--- src/rtl/i2ct_pkg.sv ---
package i2ct_pkg;

    typedef enum logic [2:0] {
        SPD_STD   = 3'd0,
        SPD_FAST  = 3'd1,
        SPD_FPLUS = 3'd2,
        SPD_HS    = 3'd3,
        SPD_ULTRA = 3'd4
    } speed_e;

    typedef enum logic [1:0] {
        PIN_OPEN_DRAIN = 2'd0,
        PIN_OUT_ONLY   = 2'd1
    } pin_e;

    typedef enum logic [1:0] {
        ST_IDLE,
        ST_LAUNCH,
        ST_WAIT,
        ST_SEARCH
    } calc_st_e;

    localparam int unsigned FAST_MIN_HZ  = 400_000;
    localparam int unsigned FPLUS_MIN_HZ = 1_000_000;
    localparam int unsigned HS_MIN_HZ    = 3_400_000;
    localparam int unsigned ULTRA_MIN_HZ = 5_000_000;

    localparam int FILT_W      = 4;
    localparam int FILT_NORMAL = 2;
    localparam int FIXED_OVH   = 3;

    typedef struct packed {
        logic [7:0] datavd;
        logic [7:0] sethold;
        logic [7:0] hi;
        logic [7:0] lo;
    } timing_t;

    typedef struct packed {
        speed_e              mode;
        logic [FILT_W-1:0]   filt;
        pin_e                pin;
        logic                ign_nack;
        logic                hs_set;
    } cfg_t;

    function automatic speed_e speed_of(input logic [31:0] rate);
        if (rate < FAST_MIN_HZ)       return SPD_STD;
        else if (rate < FPLUS_MIN_HZ) return SPD_FAST;
        else if (rate < HS_MIN_HZ)    return SPD_FPLUS;
        else if (rate < ULTRA_MIN_HZ) return SPD_HS;
        else                          return SPD_ULTRA;
    endfunction

    function automatic logic [FILT_W-1:0] filt_of(input speed_e m);
        return (m == SPD_HS || m == SPD_ULTRA) ? '0 : FILT_W'(FILT_NORMAL);
    endfunction

endpackage

--- src/rtl/i2ct_mode_sel.sv ---
module i2ct_mode_sel
    import i2ct_pkg::*;
#(
    parameter int RATE_W = 32
) (
    input  logic [RATE_W-1:0] rate_i,
    output cfg_t              cfg_o
);

    speed_e spd;

    always_comb begin
        spd             = speed_of(32'(rate_i));
        cfg_o.mode      = spd;
        cfg_o.filt      = filt_of(spd);
        cfg_o.pin       = (spd == SPD_ULTRA) ? PIN_OUT_ONLY : PIN_OPEN_DRAIN;
        cfg_o.ign_nack  = (spd == SPD_ULTRA);
        cfg_o.hs_set    = (spd == SPD_HS);
    end

endmodule

--- src/rtl/i2ct_divider.sv ---
module i2ct_divider #(
    parameter int NUM_W = 32,
    parameter int DEN_W = 32
) (
    input  logic             clk,
    input  logic             rst,
    input  logic             start_i,
    input  logic [NUM_W-1:0] num_i,
    input  logic [DEN_W-1:0] den_i,
    output logic             done_o,
    output logic [NUM_W-1:0] quo_o
);

    localparam int CNT_W = $clog2(NUM_W);

    logic             busy;
    logic [CNT_W-1:0] cnt;
    logic [DEN_W-1:0] rem;
    logic [DEN_W-1:0] den_q;
    logic [NUM_W-1:0] num_sh;
    logic [NUM_W-1:0] quo;
    logic [DEN_W:0]   trial;
    logic [DEN_W:0]   diff;
    logic             fits;

    assign trial = {rem, num_sh[NUM_W-1]};
    assign diff  = trial - {1'b0, den_q};
    assign fits  = trial >= {1'b0, den_q};
    assign quo_o = quo;

    always_ff @(posedge clk) begin
        if (rst) begin
            busy   <= 1'b0;
            cnt    <= '0;
            rem    <= '0;
            den_q  <= '0;
            num_sh <= '0;
            quo    <= '0;
            done_o <= 1'b0;
        end else begin
            done_o <= 1'b0;
            if (start_i) begin
                busy   <= 1'b1;
                cnt    <= '0;
                rem    <= '0;
                den_q  <= den_i;
                num_sh <= num_i;
                quo    <= '0;
            end else if (busy) begin
                rem    <= fits ? diff[DEN_W-1:0] : trial[DEN_W-1:0];
                quo    <= {quo[NUM_W-2:0], fits};
                num_sh <= num_sh << 1;
                cnt    <= cnt + 1'b1;
                if (cnt == CNT_W'(NUM_W - 1)) begin
                    busy   <= 1'b0;
                    done_o <= 1'b1;
                end
            end
        end
    end

endmodule

--- src/rtl/i2ct_timing_pack.sv ---
module i2ct_timing_pack
    import i2ct_pkg::*;
#(
    parameter int CYC_W = 7
) (
    input  logic [CYC_W-1:0] cyc_i,
    output timing_t          tim_o
);

    logic [CYC_W:0] hi;
    logic [CYC_W:0] lo;

    always_comb begin
        hi            = ({1'b0, cyc_i} + (CYC_W+1)'(2)) / (CYC_W+1)'(3);
        lo            = {1'b0, cyc_i} - hi;
        tim_o.hi      = 8'(hi);
        tim_o.lo      = 8'(lo);
        tim_o.sethold = 8'(hi);
        tim_o.datavd  = 8'(hi >> 1);
    end

endmodule

--- src/rtl/i2ct_calc.sv ---
module i2ct_calc
    import i2ct_pkg::*;
#(
    parameter int FCLK_W   = 32,
    parameter int RATE_W   = 32,
    parameter int PRE_MAX  = 7,
    parameter int LO_LIMIT = 64
) (
    input  logic                 clk,
    input  logic                 rst,
    input  logic                 start_i,
    input  logic [FCLK_W-1:0]    fclk_hz_i,
    input  logic [RATE_W-1:0]    rate_hz_i,
    output logic                 done_o,
    output logic                 err_o,
    output logic [2:0]           mode_o,
    output logic [2:0]           prescale_o,
    output logic [3:0]           filt_o,
    output logic [31:0]          filt_word_o,
    output logic [1:0]           pin_cfg_o,
    output logic                 ign_nack_o,
    output logic                 hs_set_o,
    output logic [31:0]          timing_o
);

    localparam int PRE_W     = $clog2(PRE_MAX + 1);
    localparam int CYC_LIMIT = (3 * LO_LIMIT + 1) / 2;
    localparam int CYC_W     = $clog2(CYC_LIMIT);

    calc_st_e          st;
    logic [PRE_W-1:0]  pre;
    logic [FCLK_W-1:0] fclk_q;
    logic [RATE_W-1:0] rate_q;
    logic [FCLK_W-1:0] q0_q;
    cfg_t              cfg;
    timing_t           tim;
    logic              div_start;
    logic              div_done;
    logic [FCLK_W-1:0] div_quo;
    logic [FCLK_W-1:0] q_pre;
    logic [FCLK_W-1:0] ovh;
    logic [FCLK_W-1:0] cyc_full;
    logic              cyc_neg;
    logic              cyc_fits;
    logic              fin;
    logic              fin_err;

    i2ct_mode_sel #(.RATE_W(RATE_W)) u_mode (
        .rate_i (rate_q),
        .cfg_o  (cfg)
    );

    i2ct_divider #(.NUM_W(FCLK_W), .DEN_W(RATE_W)) u_div (
        .clk     (clk),
        .rst     (rst),
        .start_i (div_start),
        .num_i   (fclk_q),
        .den_i   (rate_q),
        .done_o  (div_done),
        .quo_o   (div_quo)
    );

    i2ct_timing_pack #(.CYC_W(CYC_W)) u_pack (
        .cyc_i (cyc_full[CYC_W-1:0]),
        .tim_o (tim)
    );

    assign div_start = (st == ST_LAUNCH) && (rate_q != '0);
    assign q_pre     = q0_q >> pre;
    assign ovh       = FCLK_W'(FIXED_OVH) + FCLK_W'(cfg.filt >> 1);
    assign cyc_neg   = q_pre < ovh;
    assign cyc_full  = q_pre - ovh;
    assign cyc_fits  = cyc_full < FCLK_W'(CYC_LIMIT);

    always_comb begin
        fin     = 1'b0;
        fin_err = 1'b0;
        case (st)
            ST_LAUNCH: begin
                if (rate_q == '0) begin
                    fin     = 1'b1;
                    fin_err = 1'b1;
                end
            end
            ST_SEARCH: begin
                if (cyc_neg) begin
                    fin     = 1'b1;
                    fin_err = 1'b1;
                end else if (cyc_fits) begin
                    fin     = 1'b1;
                end else if (pre == PRE_W'(PRE_MAX)) begin
                    fin     = 1'b1;
                    fin_err = 1'b1;
                end
            end
            default: ;
        endcase
    end

    always_ff @(posedge clk) begin
        if (rst) begin
            st         <= ST_IDLE;
            pre        <= '0;
            fclk_q     <= '0;
            rate_q     <= '0;
            q0_q       <= '0;
            done_o     <= 1'b0;
            err_o      <= 1'b0;
            mode_o     <= '0;
            prescale_o <= '0;
            filt_o     <= '0;
            pin_cfg_o  <= '0;
            ign_nack_o <= 1'b0;
            hs_set_o   <= 1'b0;
            timing_o   <= '0;
        end else begin
            done_o <= 1'b0;
            case (st)
                ST_IDLE: begin
                    if (start_i) begin
                        fclk_q <= fclk_hz_i;
                        rate_q <= rate_hz_i;
                        pre    <= '0;
                        st     <= ST_LAUNCH;
                    end
                end
                ST_LAUNCH: st <= ST_WAIT;
                ST_WAIT: begin
                    if (div_done) begin
                        q0_q <= div_quo;
                        st   <= ST_SEARCH;
                    end
                end
                ST_SEARCH: begin
                    if (!fin) pre <= pre + 1'b1;
                end
                default: st <= ST_IDLE;
            endcase
            if (fin) begin
                st         <= ST_IDLE;
                done_o     <= 1'b1;
                err_o      <= fin_err;
                mode_o     <= cfg.mode;
                filt_o     <= cfg.filt;
                pin_cfg_o  <= cfg.pin;
                ign_nack_o <= cfg.ign_nack;
                hs_set_o   <= cfg.hs_set;
                prescale_o <= fin_err ? 3'd0 : 3'(pre);
                timing_o   <= fin_err ? 32'd0 : tim;
            end
        end
    end

    assign filt_word_o = {4'd0, filt_o, 4'd0, filt_o, 16'd0};

endmodule

--- config.mk ---
export PLATFORM = sky130hd
export DESIGN_NAME = i2ct_calc
export DESIGN_NICKNAME = d
export VERILOG_FILES = /design/src/rtl/i2ct_pkg.sv /design/src/rtl/i2ct_mode_sel.sv /design/src/rtl/i2ct_divider.sv /design/src/rtl/i2ct_timing_pack.sv /design/src/rtl/i2ct_calc.sv
export SDC_FILE = /design/constraint.sdc
export NUM_CORES = 1
export LEC_CHECK = 0
export BUFFER_PORTS_ARGS = -buffer_cell sky130_fd_sc_hd__buf_2
export CORE_MARGIN = 2
export CORE_UTILIZATION = 47
export CTS_CLUSTER_DIAMETER = 80
export CTS_CLUSTER_SIZE = 12
export DETAILED_ROUTE_END_ITERATION = 10
export PLACE_DENSITY_LB_ADDON = 0.12
export SYNTH_ARGS = -nofsm -noshare
export SYNTH_HDL_FRONTEND = slang
export SYNTH_SLANG_ARGS = --single-unit
--- constraint.sdc ---
create_clock -name clk -period 22.6 [get_ports clk]
set_input_delay 1.13 -clock clk [delete_from_list [all_inputs] [get_ports clk]]
set_output_delay 1.13 -clock clk [all_outputs]
set_load 0.01 [all_outputs]
==> results.toml, run 1 <==
[status]
outcome = "complete, no violations"

[timing]
period_share_pct = 41.9
tns_ns = 0
worst_slew_margin_rel_pct = 22.8
fin_skew_ns = 0.0271
timing.final.ws_setup_ns = 13.14
maxSlewViolCount = 0
fmax_ghz = 0.106
period_minus_slack_ns = 9.46
rsz0062_at_grt = "no"
worstMarginPinSlew_ns = 1.13
setup_viol = 0
hold_violations = 0

[drt]
wl_um = 34300
detail_route.first_pass.iterations = 5
drt_iter0_markers = 739
vias = 12275
drc_errors = 0
routed_via_density = 5.44
routedWlPerCell_um = 15.2
antenna_left = 0

[synth]
synthCells = 1831
yosys_warnings = 0
synthTopCellsByArea = "dfxtp_1 (36%), nand2_1 (8.8%), mux2i_1 (8.3%)"
yosys.area.top_type = "dfxtp_1"
synth-main-ff-cell = "dfxtp_1"
avgSynthCellArea_um2 = 8.02
yosysSeqAreaShare_pct = 35.7
netlist.area_leader.share_pct = 35.7
ys_types = 80
ys_ff_latch = 262
synth_area_um2 = 14700
synth_edf_count = 0
ys_async_sr_fraction_pct = 0

[final_layout]
final_cell_mix = "nand2_1 (344), dfxtp_1 (260), a21oi_1 (207)"
mostFrequentLayoutCell = "nand2_1"
synthToLayoutAreaGrowth_pct = 8.07
diodes = 0
fillers = 3014
drive_above_1_share_pct = 10.9
final_cell_area_um2 = 15900
final_nets = 1982

[critical_path]
critical_path.max_fanout = 13
regToRegEndpoint = "timing_o[6]"
critPathBufInv = 4
cp.depth = 35
start_kind = "register"
rrSetupSlack_ns = 13.14
critPathCaptureType = "register"
worst_path_max_delay_cell = "a311oi_1"
cp.required_ns = 23.01
rr_startpoint = "rate_q[10]"
arrival_ns = 9.87
crit_family = "compound AO/OA/AOI/OAI gates"
path_class = "register to register"
slowest_delay_ns = 0.91
reg2regPathDepth = 35

[global_route]
grt_pass1_vias = 11405
grt_pass1_wl_um = 57500
grt-ovfl-total = 0
globalRouteTotalUtil_pct = 20.6
grt_max_degree = 106
antenna_found_initial = 0

[placement]
postPlaceCellArea_um2 = 15100
place_congestion = 0.874
dp_hpwl_um = 23700
pre_cts_slack_ns = 13.28
port_buffers = 108

[clock_network]
h-tree-depth = 1
root_buffer = "clkbuf_16"
cts_tree = "yes"
cts_sinks = 262
post_cts_buffers = 0
cts_buffers = 26
postCtsHoldBufs = 0
ctsResizeCount = 0
cts.clk_slew.worst_paths_ns = 0.06
cts_buffer_depth = 3
clk_latency_ns = 0.56

[hold_path]
hold-path-cell-count = 2
hold_start = "prescale_o[1]"
min_to = "prescale_o[1]"
hold_class = "register to register"

[die]
fp.dieW_um = 181
pin_count = 147
dieArea_um2 = 32700
dieHeight_um = 181
rows = 64
start_util_pct = 47.9
core_area_um2 = 30700

[job]
cap_violations = 0
-- synth_stat cells, drive strengths merged (6+ instances only) --
cell	count
nor2	166
a2111oi	6
clkbuf	87
a211oi	61
buf	73
ha	56
and3	12
mux4	9
and2	13
o211ai	8
o21ai	58
dfxtp	262
a21oi	207
o21a	6
inv	62
a21o	21
nand3	16
nand2	346
nor2b	15
mux2i	124
or2	6
nor4	11
nand4	13
xnor2	33
mux2	14
nand2b	16
xor2	15
a31oi	13
nor3	27
-- routing by layer --
metal  GRT usage, %  vias up  share of wire (%)
met2           32.9      264                 44
met1           29.3     5668                 49
met5              0        -                  0
li1               -     6303                  -
met3           3.20       40                5.1
met4           4.58        0                1.8
-- worst max-delay path by stage --
stage,startpoint,end
after floorplan,pre[1],timing_o[6]
after global placement,rate_q[10],timing_o[6]
after detailed placement,rate_q[10],timing_o[6]
after CTS,rate_q[10],timing_o[6]
after global routing,rate_q[10],timing_o[6]
final,rate_q[10],timing_o[6]
-- metrics by stage --
step | hold slack, ns | std cells | util [%]
floorplan | 0.431 | 1868 | -
global placement | 0.434 | 2224 | 49.4
detailed placement | 0.442 | 2224 | 49.4
CTS | 0.456 | 2256 | 51.7
global route | 0.467 | 2256 | 51.7
finish | 0.451 | 2256 | 51.7
-- registers in the layout, indices dropped and copies added, names as in the netlist, 15 cells and up --
| signal | count |
|---|---|
| u_div.quo_o | 32 |
| fclk_q | 32 |
| rate_q | 32 |
| u_div.num_sh | 32 |
| q0_q | 32 |
| u_div.rem | 32 |
| timing_o | 15 |
| u_div.den_q | 32 |
-- logic make-up after synthesis --
logic type	Yosys count	synth area share, %
fa+ha+maj	60	5.25
flops	262	35.7
buf+inv	223	7.31
mux	147	11.1
other cells	1	0.0256
compound gates	432	18.2
xor+xnor	49	3.07
simple gates	657	19.3
-- tightest hold or removal path, stage by stage (launching register included) --
cell and delay [ns]:
dfxtp_1 0.32, nand2_1 0.04, o21ai_0 0.05
-- layout make-up --
| cell class | instances | area (µm²) | area share, % |
|---|---|---|---|
| multi-input cells | 1383 | 8530 | 53.8 |
| flip-flops and latches | 262 | 5250 | 33.1 |
| well taps | 396 | 495 | 3.12 |
| repair buffers | 120 | 637 | 4.02 |
| inverters | 63 | 236 | 1.49 |
| clock inverters | 4 | 48.8 | 0.308 |
| clock buffers | 28 | 668 | 4.21 |
Power of run 1 is left out: the tool's default activity adds up to more than one toggle a clock period on the data nets, which glitch-free logic cannot reach.
==> run 2, diff against run 1 <==
--- a/config.mk
+++ b/config.mk
@@ -5,6 +5,7 @@
 export SDC_FILE = /design/constraint.sdc
 export NUM_CORES = 1
 export LEC_CHECK = 0
+export ABC_AREA = 1
 export BUFFER_PORTS_ARGS = -buffer_cell sky130_fd_sc_hd__buf_2
 export CORE_MARGIN = 2
 export CORE_UTILIZATION = 47
==> constraint.sdc (replaced) <==
create_clock -name clk -period 8.6 [get_ports clk]
set_input_delay 0.43 -clock clk [delete_from_list [all_inputs] [get_ports clk]]
set_output_delay 0.43 -clock clk [all_outputs]
set_load 0.01 [all_outputs]
==> run 2 against run 1 <==
  * Final area fell by 0.44%
  * Global-route usage increased by 0.42 points
  * Clock skew decreased by 0.012 ns
  * Sequential share of layout area up 0.12 points
  * Non-clock buffer count rose by 4
  * Clock-buffer cell count is the same
  * Synthesized cell count rose by 16%
  * Worst hold slack got worse by 0.31 ns
  * Critical path depth up 17
  * Setup slack got worse by 12 ns
==> results.toml, run 2 <==
[status]
outcome = "complete, no violations"

[hold_path]
hold-path-cell-count = 3
hold_class = "primary input to register"
hold_start = "rate_hz_i[27]"
min_to = "rate_q[27]"

[synth]
yosysMostFrequentCell = "nand2_1"
synthCells = 2116
ys_async_sr_fraction_pct = 0
ys_ff_latch = 262
synthTopCellsByArea = "dfxtp_1 (36%), nand2_1 (12%), o21ai_0 (5.8%)"
synth-main-ff-cell = "dfxtp_1"
synth_common_cells = "nand2_1 (482), dfxtp_1 (262), inv_1 (208)"
avgSynthCellArea_um2 = 6.91
yosys.area.top_type = "dfxtp_1"
netlist.area_leader.share_pct = 35.9
synth_edf_count = 0
ys_types = 61
yosysSeqAreaShare_pct = 35.9
synth_area_um2 = 14600
yosys_warnings = 0

[die]
dieArea_um2 = 32600
pin_count = 147
core_area_um2 = 30600
rows = 64
dieHeight_um = 180
fp.dieW_um = 180
start_util_pct = 47.8

[drt]
routedWlPerCell_um = 13.6
detail_route.first_pass.iterations = 5
routed_via_density = 5.15
antenna_left = 0
drt_iter0_markers = 760
wl_um = 34700
drc_errors = 0
vias = 13092

[final_layout]
drive_above_1_share_pct = 11.0
multi_input_area_um2 = 7860
mostFrequentLayoutCell = "nand2_1"
layout.area.seq_um2 = 5250
post-route-util_pct = 51.6
final_nets = 2272
fillers = 3125
synthToLayoutAreaGrowth_pct = 7.94
diodes = 0
final_cell_mix = "nand2_1 (481), dfxtp_1 (261), inv_1 (206)"

[global_route]
antenna_found_initial = 0
gr-usage-met1_pct = 28.4
gr-usage-met3_pct = 2.10
top_usage_layer = "met2"
grt-ovfl-total = 0
grt_pass1_wl_um = 59100
globalRouteTotalUtil_pct = 21.0
grt_max_degree = 129
use_met2_pct = 36.2
grt_pass1_vias = 12377

[timing]
period_share_pct = 89.4
fin_skew_ns = 0.0156
period_minus_slack_ns = 7.69
setup_viol = 0
hold_violations = 0
tns_ns = 0
worst_slew_margin_rel_pct = 25.9
maxSlewViolCount = 0
worstMarginPinSlew_ns = 1.11
rsz0062_at_grt = "no"
fmax_ghz = 0.130

[clock_network]
cts_buffer_depth = 3
post_cts_buffers = 0
clk_latency_ns = 0.53
cts.clk_slew.worst_paths_ns = 0.06
root_buffer = "clkbuf_16"
cts_tree = "yes"
h-tree-depth = 1
cts_sinks = 262
cts_buffers = 26

[placement]
port_buffers = 108
dp_hpwl_um = 24900
place_congestion = 0.861

[critical_path]
cp.required_ns = 8.99
start_kind = "register"
regToRegEndpoint = "timing_o[6]"
worstSetupStartpoint = "rate_q[11]"
path_class = "register to register"
worst_path_max_delay_cell = "fa_1"
slowest_delay_ns = 0.53
rr_startpoint = "rate_q[11]"
cpMostUsedCell = "nand2_1"
arrival_ns = 8.08
critical_path.max_fanout = 6
reg2regPathDepth = 52
critPathCaptureType = "register"
rrSetupSlack_ns = 0.91

[job]
cap_violations = 0
==> run 2: cell type report <==
| cell class | instances | share of cell area (%) |
|---|---|---|
| Clock buffer | 28 | 4.30 |
| Clock inverter | 2 | 0.103 |
| Inverter | 222 | 5.29 |
| Multi-Input combinational cell | 1510 | 49.8 |
| Sequential cell | 262 | 33.2 |
| Tap cell | 396 | 3.14 |
| Timing Repair Buffer | 124 | 4.18 |
==> run 2: worst max path at each step <==
| stage | cells past startpoint | end | slack (ns) |
|---|---|---|---|
| finish | 52 | timing_o[6] | 0.91 |
| global placement | 50 | timing_o[6] | 1.01 |
| global route | 53 | timing_o[7] | 0.1 |
| detailed placement | 50 | timing_o[6] | 0.74 |
| floorplan | 54 | timing_o[6] | 1.83 |
| CTS | 50 | timing_o[6] | 0.71 |
==> run 2: per-stage QoR <==
step | setup slack (ns) | cells | instance area, µm² | hold WS [ns]
floorplan | 1.83 | 2153 | 14800 | 0.435
global placement | 1.01 | 2514 | 15100 | 0.438
detailed placement | 0.745 | 2514 | 15100 | 0.447
CTS | 0.712 | 2544 | 15800 | 0.128
global route | 0.0959 | 2544 | 15800 | 0.164
finish | 0.913 | 2544 | 15800 | 0.145
==> run 2: what timing repair did <==
action                     CTS  global route
hold buffers                 0             0
resized for setup            0             1
setup endpoints to repair    0             2
==> run 2: worst max-delay path, delay by kind of cell, from the launching register on <==
kind	cells	cell delay [ns]
compound gates	7	1.24
fa+ha+maj	7	1.97
flops	1	0.35
xor+xnor	1	0.12
simple gates	28	3.10
buf+inv	9	0.77
==> run 2: logic make-up (layout without fill, tap and decap cells) <==
| logic type | after synthesis | count (layout) | synth area share [%] |
|---|---|---|---|
| adders and majority gates | 59 | 59 | 5.20 |
| and+or+nand+nor | 889 | 889 | 26.5 |
| xor gates and xnor gates | 41 | 41 | 2.51 |
| AOI/OAI and AO/OA | 478 | 478 | 18.0 |
| other | 1 | 38 | 0.0256 |
| DFF | 262 | 262 | 35.9 |
| buffers and inverters | 381 | 376 | 11.6 |
| muxes | 5 | 5 | 0.342 |
==> run 2: layer usage <==
metal | wire length [µm] | up-vias
met1 | 16400 | 5925
met3 | 1180 | 47
li1 | - | 6879
met5 | 0 | -
met2 | 16400 | 241
met4 | 739 | 0
Power of run 2 is left out for the same reason.
==> run 3, diff against run 2 <==
--- a/config.mk
+++ b/config.mk
@@ -7,12 +7,15 @@
 export LEC_CHECK = 0
 export ABC_AREA = 1
 export BUFFER_PORTS_ARGS = -buffer_cell sky130_fd_sc_hd__buf_2
+export CELL_PAD_IN_SITES_DETAIL_PLACEMENT = 0
+export CELL_PAD_IN_SITES_GLOBAL_PLACEMENT = 1
 export CORE_MARGIN = 2
-export CORE_UTILIZATION = 47
+export CORE_UTILIZATION = 39
 export CTS_CLUSTER_DIAMETER = 80
 export CTS_CLUSTER_SIZE = 12
 export DETAILED_ROUTE_END_ITERATION = 10
 export PLACE_DENSITY_LB_ADDON = 0.12
+export SETUP_SLACK_MARGIN = 0.15
 export SYNTH_ARGS = -nofsm -noshare
 export SYNTH_HDL_FRONTEND = slang
 export SYNTH_SLANG_ARGS = --single-unit
==> run 3 against run 2 <==
  * Final area rose by 0.74%
  * Worst hold slack got worse by 0.012 ns
  * Via count fell by 0.63%
  * Clock skew rose by 0.010 ns
  * Critical path depth did not move
  * Core utilization fell by 8.4 points
  * Final cell count rose by 2.9%
  * Routed wire length rose by 8.4%
  * Global-route usage fell by 2.0 points
  * Largest cell class unchanged
  * Highest routed layer unchanged
==> results.toml, run 3 (same netlist as run 2, synthesis figures left out) <==
[die]
dieHeight_um = 198
dieArea_um2 = 39100
core_area_um2 = 36800
pin_count = 147
start_util_pct = 39.8
rows = 70
fp.dieW_um = 198

[critical_path]
cpMostUsedCell = "nand2_1"
cp.required_ns = 8.98
arrival_ns = 7.90
critPathCaptureType = "register"
worst_path_max_delay_cell = "fa_1"
slowest_delay_ns = 0.53
critPathBufInv = 9
start_kind = "register"
rrSetupSlack_ns = 1.08
crit_family = "simple AND/OR/NAND/NOR gates"
critical_path.max_fanout = 6
path_class = "register to register"

[clock_network]
h-tree-depth = 1
cts_tree = "yes"
postCtsHoldBufs = 0
cts_buffers = 26
root_buffer = "clkbuf_16"
cts_sinks = 262
cts.clk_slew.worst_paths_ns = 0.06
clk_latency_ns = 0.54
cts_buffer_depth = 3

[drt]
wl_um = 37600
routed_via_density = 4.97
drt_iter0_markers = 611
antenna_left = 0
drc_errors = 0
wl_met2_um = 17700
vias = 13010
met3WireLength_um = 1020
detail_route.first_pass.iterations = 5
routedLengthMet1_um = 18200
highest_layer = "met4"
routedWlPerCell_um = 14.4

[final_layout]
final_nets = 2273
diodes = 0
synthToLayoutAreaGrowth_pct = 8.73
mostFrequentLayoutCell = "nand2_1"
drive_above_1_share_pct = 11.2
final_cell_mix = "nand2_1 (481), dfxtp_1 (261), inv_1 (206)"
instances_no_fill = 2618

[hold_path]
hold_class = "primary input to register"

[placement]
port_buffers = 108
place_congestion = 0.847
dp_hpwl_um = 27300
dpl.cell_count = 2587

[timing]
worstMarginPinSlew_ns = 1.17
worst_slew_margin_rel_pct = 22.1
period_minus_slack_ns = 7.52
fin_skew_ns = 0.0257
rsz0062_at_grt = "no"
period_share_pct = 87.4
setup_viol = 0
tns_ns = 0
hold_violations = 0
maxSlewViolCount = 0
fmax_ghz = 0.133

[global_route]
grt_pass1_vias = 12373
grt_pass1_wl_um = 62000
globalRouteTotalUtil_pct = 19.0
grt_max_degree = 132
grt-ovfl-total = 0
antenna_found_initial = 0

[status]
outcome = "complete, no violations"

[job]
cap_violations = 0
[run 3: per-layer routing]
| layer | GRT usage [%] | vias to the layer above |
|---|---|---|
| li1 | - | 6873 |
| met5 | 0 | - |
| met3 | 1.96 | 38 |
| met2 | 33.0 | 181 |
| met4 | 4.26 | 0 |
| met1 | 25.5 | 5918 |
[run 3: per-stage QoR]
| step | util [%] | hold WS [ns] | setup slack [ns] | area [µm²] |
|---|---|---|---|---|
| floorplan | - | 0.435 | 1.83 | 14800 |
| CTS | 43.2 | 0.114 | 0.563 | 15900 |
| global placement | 41.3 | 0.439 | 0.803 | 15200 |
| finish | 43.2 | 0.132 | 1.08 | 15900 |
| detailed placement | 41.3 | 0.441 | 0.626 | 15200 |
| global route | 43.2 | 0.140 | 0.162 | 15900 |
[run 3: worst reg2reg max path: cells and delay by family, from the launching register on]
family | cells | cell delay, ns
buffers and inverters | 9 | 0.72
and+or+nand+nor | 28 | 3.02
AOI/OAI and AO/OA | 7 | 1.19
xor gates and xnor gates | 1 | 0.11
adders and majority gates | 7 | 1.96
DFF | 1 | 0.35
[run 3: layout make-up]
type                       count  area, µm²
sequential                   262       5250
tap                          468        586
inverter                     222        836
fill                        3924      20900
clock inverter                 3       30.0
multi-input combinational   1510       7870
timing repair buffer         125        668
clock buffer                  28        668
[run 3: final timing paths]
kind | from | to | cells after the start
setup / recovery | rate_q[11] | timing_o[6] | 52
hold / removal | fclk_hz_i[1] | fclk_q[1] | 3
setup reg to reg | rate_q[11] | timing_o[6] | 52
hold reg to reg | timing_o[5] | timing_o[5] | 2
[run 3: what timing repair did]
item                                    in CTS  in global routing
buffers inserted                             0                  0
gates resized for setup                      0                  4
endpoints found under the setup margin       0                  4
Power of run 3 is left out for the same reason.
